[config.mk]
export PLATFORM = sky130hd
export DESIGN_NAME = i2c_rx_holdreg
export DESIGN_NICKNAME = d
export VERILOG_FILES = /design/src/rtl/i2c_rxq_pkg.sv /design/src/rtl/rxq_stage_ctrl.sv /design/src/rtl/rxq_sticky_flags.sv /design/src/rtl/i2c_rx_holdreg.sv
export SDC_FILE = /design/constraint.sdc
export NUM_CORES = 1
export LEC_CHECK = 0
export ABC_AREA = 0
export BUFFER_PORTS_ARGS = -buffer_cell sky130_fd_sc_hd__buf_2
export CAP_MARGIN = 20
export CELL_PAD_IN_SITES_DETAIL_PLACEMENT = 1
export CELL_PAD_IN_SITES_GLOBAL_PLACEMENT = 1
export CORE_UTILIZATION = 40
export DETAILED_ROUTE_END_ITERATION = 7
export PLACE_DENSITY = 0.74
export SETUP_SLACK_MARGIN = 0.02
export SYNTH_ARGS = -nofsm -noshare
export SYNTH_HDL_FRONTEND = slang
export SYNTH_SLANG_ARGS = --single-unit
[constraint.sdc]
create_clock -name clk -period 1.6 [get_ports clk]
set_input_delay 0.08 -clock clk [delete_from_list [all_inputs] [get_ports clk]]
set_output_delay 0.08 -clock clk [all_outputs]
set_load 0.01 [all_outputs]
[src/rtl/i2c_rxq_pkg.sv]
package i2c_rxq_pkg;
    // index of each sticky status flag
    typedef enum int unsigned {
        FLG_RX  = 0,
        FLG_OVR = 1
    } flag_idx_e;
    localparam int unsigned FLG_COUNT = 2;
endpackage

[src/rtl/rxq_stage_ctrl.sv]
module rxq_stage_ctrl #(
    parameter int unsigned DATA_W = 8
) (
    input  logic              clk,
    input  logic              rst_n,
    input  logic              push,
    input  logic [DATA_W-1:0] push_data,
    input  logic              push_tag,
    input  logic              pop,
    output logic              cur_vld,
    output logic [DATA_W-1:0] cur_data,
    output logic              cur_tag,
    output logic              hld_vld,
    output logic [DATA_W-1:0] hld_data,
    output logic              loaded,
    output logic              dropped
);
    typedef struct packed {
        logic              cur_vld;
        logic [DATA_W-1:0] cur_data;
        logic              cur_tag;
        logic              hld_vld;
        logic [DATA_W-1:0] hld_data;
        logic              hld_tag;
    } st_t;

    st_t  st_d, st_q;
    logic pop_eff;
    logic loaded_d, dropped_d;

    always_comb begin
        st_d      = st_q;
        loaded_d  = 1'b0;
        dropped_d = 1'b0;
        pop_eff   = pop && st_q.cur_vld;
        if (pop_eff && st_q.hld_vld) begin
            // advance the held byte, the new byte (if any) refills the back
            st_d.cur_data = st_q.hld_data;
            st_d.cur_tag  = st_q.hld_tag;
            st_d.cur_vld  = 1'b1;
            loaded_d      = 1'b1;
            st_d.hld_vld  = push;
            if (push) begin
                st_d.hld_data = push_data;
                st_d.hld_tag  = push_tag;
            end
        end else if (!st_q.cur_vld || pop_eff) begin
            // front is free after this cycle
            if (push) begin
                st_d.cur_data = push_data;
                st_d.cur_tag  = push_tag;
                st_d.cur_vld  = 1'b1;
                loaded_d      = 1'b1;
            end else begin
                st_d.cur_vld  = 1'b0;
            end
        end else if (push) begin
            if (!st_q.hld_vld) begin
                st_d.hld_data = push_data;
                st_d.hld_tag  = push_tag;
                st_d.hld_vld  = 1'b1;
            end else begin
                dropped_d = 1'b1;
            end
        end
    end

    always_ff @(posedge clk or negedge rst_n) begin
        if (!rst_n) begin
            st_q <= '0;
        end else begin
            st_q <= st_d;
        end
    end

    assign cur_vld  = st_q.cur_vld;
    assign cur_data = st_q.cur_data;
    assign cur_tag  = st_q.cur_tag;
    assign hld_vld  = st_q.hld_vld;
    assign hld_data = st_q.hld_data;
    assign loaded   = loaded_d;
    assign dropped  = dropped_d;
endmodule

[src/rtl/rxq_sticky_flags.sv]
module rxq_sticky_flags #(
    parameter int unsigned N = 2
) (
    input  logic         clk,
    input  logic         rst_n,
    input  logic [N-1:0] set,
    input  logic [N-1:0] clr,
    output logic [N-1:0] flag
);
    for (genvar i = 0; i < N; i++) begin : g_flag
        logic f_d, f_q;
        // a new event in the same cycle as the clear keeps the flag set
        always_comb begin
            f_d = f_q;
            if (clr[i]) f_d = 1'b0;
            if (set[i]) f_d = 1'b1;
        end
        always_ff @(posedge clk or negedge rst_n) begin
            if (!rst_n) f_q <= 1'b0;
            else        f_q <= f_d;
        end
        assign flag[i] = f_q;
    end
endmodule

[src/rtl/i2c_rx_holdreg.sv]
module i2c_rx_holdreg
    import i2c_rxq_pkg::*;
#(
    parameter int unsigned DATA_W = 8
) (
    input  logic              clk,
    input  logic              rst_n,
    input  logic              byte_vld,
    input  logic [DATA_W-1:0] byte_data,
    input  logic              byte_is_addr,
    input  logic              mode_master,
    input  logic              rd_strobe,
    input  logic              rx_flag_clr,
    input  logic              ovr_flag_clr,
    input  logic              irq_en,
    output logic [DATA_W-1:0] rd_data,
    output logic              addr_match,
    output logic              buf_full,
    output logic              rx_flag,
    output logic              ovr_flag,
    output logic              irq
);
    logic              tag_in;
    logic              hold_vld;
    logic [DATA_W-1:0] hold_data;
    logic              loaded, dropped;
    logic [FLG_COUNT-1:0] flg_set, flg_clr, flg_q;

    // calling-address tag exists only in slave mode
    assign tag_in = byte_is_addr && !mode_master;

    rxq_stage_ctrl #(.DATA_W(DATA_W)) u_stage (
        .clk       (clk),
        .rst_n     (rst_n),
        .push      (byte_vld),
        .push_data (byte_data),
        .push_tag  (tag_in),
        .pop       (rd_strobe),
        .cur_vld   (buf_full),
        .cur_data  (rd_data),
        .cur_tag   (addr_match),
        .hld_vld   (hold_vld),
        .hld_data  (hold_data),
        .loaded    (loaded),
        .dropped   (dropped)
    );

    always_comb begin
        flg_set          = '0;
        flg_clr          = '0;
        flg_set[FLG_RX]  = loaded;
        flg_clr[FLG_RX]  = rx_flag_clr;
        flg_set[FLG_OVR] = dropped;
        flg_clr[FLG_OVR] = ovr_flag_clr;
    end

    rxq_sticky_flags #(.N(FLG_COUNT)) u_flags (
        .clk   (clk),
        .rst_n (rst_n),
        .set   (flg_set),
        .clr   (flg_clr),
        .flag  (flg_q)
    );

    assign rx_flag  = flg_q[FLG_RX];
    assign ovr_flag = flg_q[FLG_OVR];
    assign irq      = rx_flag && irq_en;
endmodule

==> impl_metrics.py <==
metrics = {
    "synth": {
        "ys.flop_type": "dfrtp_1",
        "async_flop_share_pct": 100,
        "syn_area_sq_um": 1060,
        "yosysSeqAreaShare_pct": 51.9,
        "yosys_warnings": 0,
        "synth_edf_count": 0,
        "synth-seq-cells": 22,
        "synth_nets": 94,
        "synth.distinct_cells": 19,
        "postSynthCellCount": 77,
        "avgSynthCellArea_sq_um": 13.8,
    },
    "route": {
        "dr_wl_met3_um": 69,
        "dr.max_layer_used": "met4",
        "wire_per_inst_um": 14.2,
        "viasPerCell": 4.92,
        "drtAntennaViolNets": 0,
        "drt_iter0_drc": 4,
        "dr.pass1.iters": 3,
        "drcViolationCount": 0,
        "wl_met1_um": 856,
        "wl_mm": 1.96,
        "via_count": 679,
        "route.met2.wl_mm": 1.02,
    },
    "power_and_ir_drop": {
        "power.density_nw_per_um2": 1270,
        "total_leakage_power_uw": 0.000613,
        "peakVddDrop_mv": 0.772,
        "power_uw": 1660,
    },
    "die": {
        "ios": 30,
        "die_area_sq_um": 2860,
        "rows": 18,
        "core_sq_um": 2500,
        "start_util_pct": 42.4,
        "die_y_um": 53.5,
        "die_w_um": 53.5,
    },
    "global_routing": {
        "grt.overflow.total": 0,
        "grt_antenna_before_repair": 0,
        "grt_pass1_vias": 641,
        "grt_max_degree": 23,
        "grtUsageTotal_pct": 15.8,
        "grt_pass1_wl_mm": 3.07,
    },
    "final_layout": {
        "antennaDiodeCount": 0,
        "syn_to_final_growth_pct": 23.0,
        "final_nets": 126,
        "drive_above_1_share_pct": 61.1,
    },
    "clocking": {
        "clock_sinks": 22,
        "holdBufCountCts": 3,
        "tritoncts": "yes",
        "post_cts_resized": 0,
        "cts.reportedPaths.clkPinSlew_ns": 0.13,
        "cts-htree-levels": 1,
        "post_cts_buffers": 0,
        "cts_buffers": 3,
        "cts_root_buf": "clkbuf_4",
        "clock_latency_ns": 0.30,
        "clk_path_buf_depth": 2,
    },
    "job": {
        "cap_violations": 0,
    },
    "hold_path": {
        "hold_class": "in2reg",
    },
    "critical_path": {
        "path_delay_family": "multiplexers",
        "crit_top_cell": "mux2_2",
        "cp_cell_sequence": "nand3_2 -> mux2_2 -> mux2_2",
        "cp_max_fo": 9,
        "slowest_stage": "dfrtp_1",
        "critPathArrivalTime_ns": 1.65,
        "critical_path_class": "reg2reg",
        "timing.rr.end": "u_stage.cur_data[0]",
        "startpoint": "u_stage.hld_vld",
        "worst-endpoint-required_ns": 1.79,
        "reg2reg_depth": 3,
        "r2r_start": "u_stage.hld_vld",
        "slowest_delay_ns": 0.48,
        "crit_path_start_kind": "flop",
        "critical_path_buf_inv_count": 0,
        "crit_cells": 3,
        "cp-endpoint": "u_stage.cur_data[0]",
        "reg2reg_slack_ns": 0.15,
        "cp-end-kind": "flop",
    },
    "placed_design": {
        "port-buffer-count": 29,
        "place.gp.congestion": 0.766,
        "dp_slack_ns": 0.128,
        "dp_hpwl_mm": 1.41,
    },
    "timing": {
        "rsz0062_at_grt": "no",
        "fin_crit_ns": 1.45,
        "timing.final.crit_share_pct": 90.8,
        "fin_ws_ns": 0.148,
        "setup_tns_ns": 0,
        "tightest_slew_ns": 0.486,
        "clock.fmax_ghz": 0.689,
        "slew_headroom_pct": 67.6,
        "hold_violations": 0,
        "setup_viol": 0,
        "drv_slew": 0,
        "skew_ns": 0.00728,
    },
    "outcome": {
        "outcome": "complete, no violations",
    },
}
area by class of cell:
cell class	instances	area (sq um)
repair buffers	37	233
multi-input cells	43	424
clock buffers	3	22.5
flip-flops and latches	22	551
inverters	2	7.51
well taps	30	37.5
fillers	265	1190
clock inverters	1	30.0
metal layers:
layer	global-route usage (%)	up-vias
li1	-	322
met1	19.3	339
met2	26.5	16
met3	3.74	2
met4	6.58	0
met5	0	-
where the power goes:
group,internal (uW),switching [uW]
combinational,264,183
sequential,710,85.8
clock,253,166
total,1230,435
registers in the layout (all words and copies together) (netlist names):
signal,cells
u_stage.cur_data,8
u_stage.hld_data,8
u_flags.g_flag.f_q,2
u_stage.cur_tag,1
u_stage.cur_vld,1
u_stage.hld_vld,1
u_stage.st_q,1
cells by family (layout without fill, tap and decap cells):
kind of cell    count (synthesis)  after routing  share of synthesized area [%]
compound gates                  5              5                           3.30
mux                            27             27                           28.7
buf+inv                        12             43                           8.14
flops                          22             22                           51.9
simple gates                   10             10                           7.19
xor+xnor                        1              1                          0.826
worst min-delay path by stage:
stage	from	to	slack, ns	cells past startpoint
finish	byte_data[7]	u_stage.hld_data[7]	0.02	2
global route	byte_data[2]	u_stage.hld_data[2]	0.005	2
CTS	byte_data[7]	u_stage.hld_data[7]	0.002	2
detailed placement	rst_n	u_stage.cur_data[3]	0.08	1
global placement	rst_n	u_stage.cur_data[3]	0.07	1
floorplan	rst_n	u_flags.g_flag[0].f_q	-0.22	0
Yosys cell counts (2+ instances only):
cell type	number	share of area, %
buf_4	9	6.4
a21oi_1	2	0.94
dfrtp_1	22	52
inv_1	2	0.71
nor2_1	2	0.71
mux2_2	27	29
metrics by stage:
stage / cell area, sq um / hold WS, ns / util, % / instances
CTS: 1270 / 0.00222 / 51.0 / 135
detailed placement: 1190 / 0.0798 / 47.7 / 128
finish: 1310 / 0.0187 / 52.2 / 138
global placement: 1190 / 0.0738 / 47.7 / 128
global route: 1310 / 0.00463 / 52.2 / 138
floorplan: 1060 / -0.216 / - / 77
cell usage in the layout, fill, tap and decap left out, drive strengths merged:
cell	n
and2b	1
and3	1
clkbuf	3
mux2	27
inv	2
nor2b	1
nor2	3
a32o	1
dlygate4sd3	6
bufinv	1
xnor2	1
buf	31
nand2	1
a21oi	2
dfrtp	22
or2b	1
nand3	1
a21o	1
and2	1
o22ai	1
(Power assumes the default switching activity.)
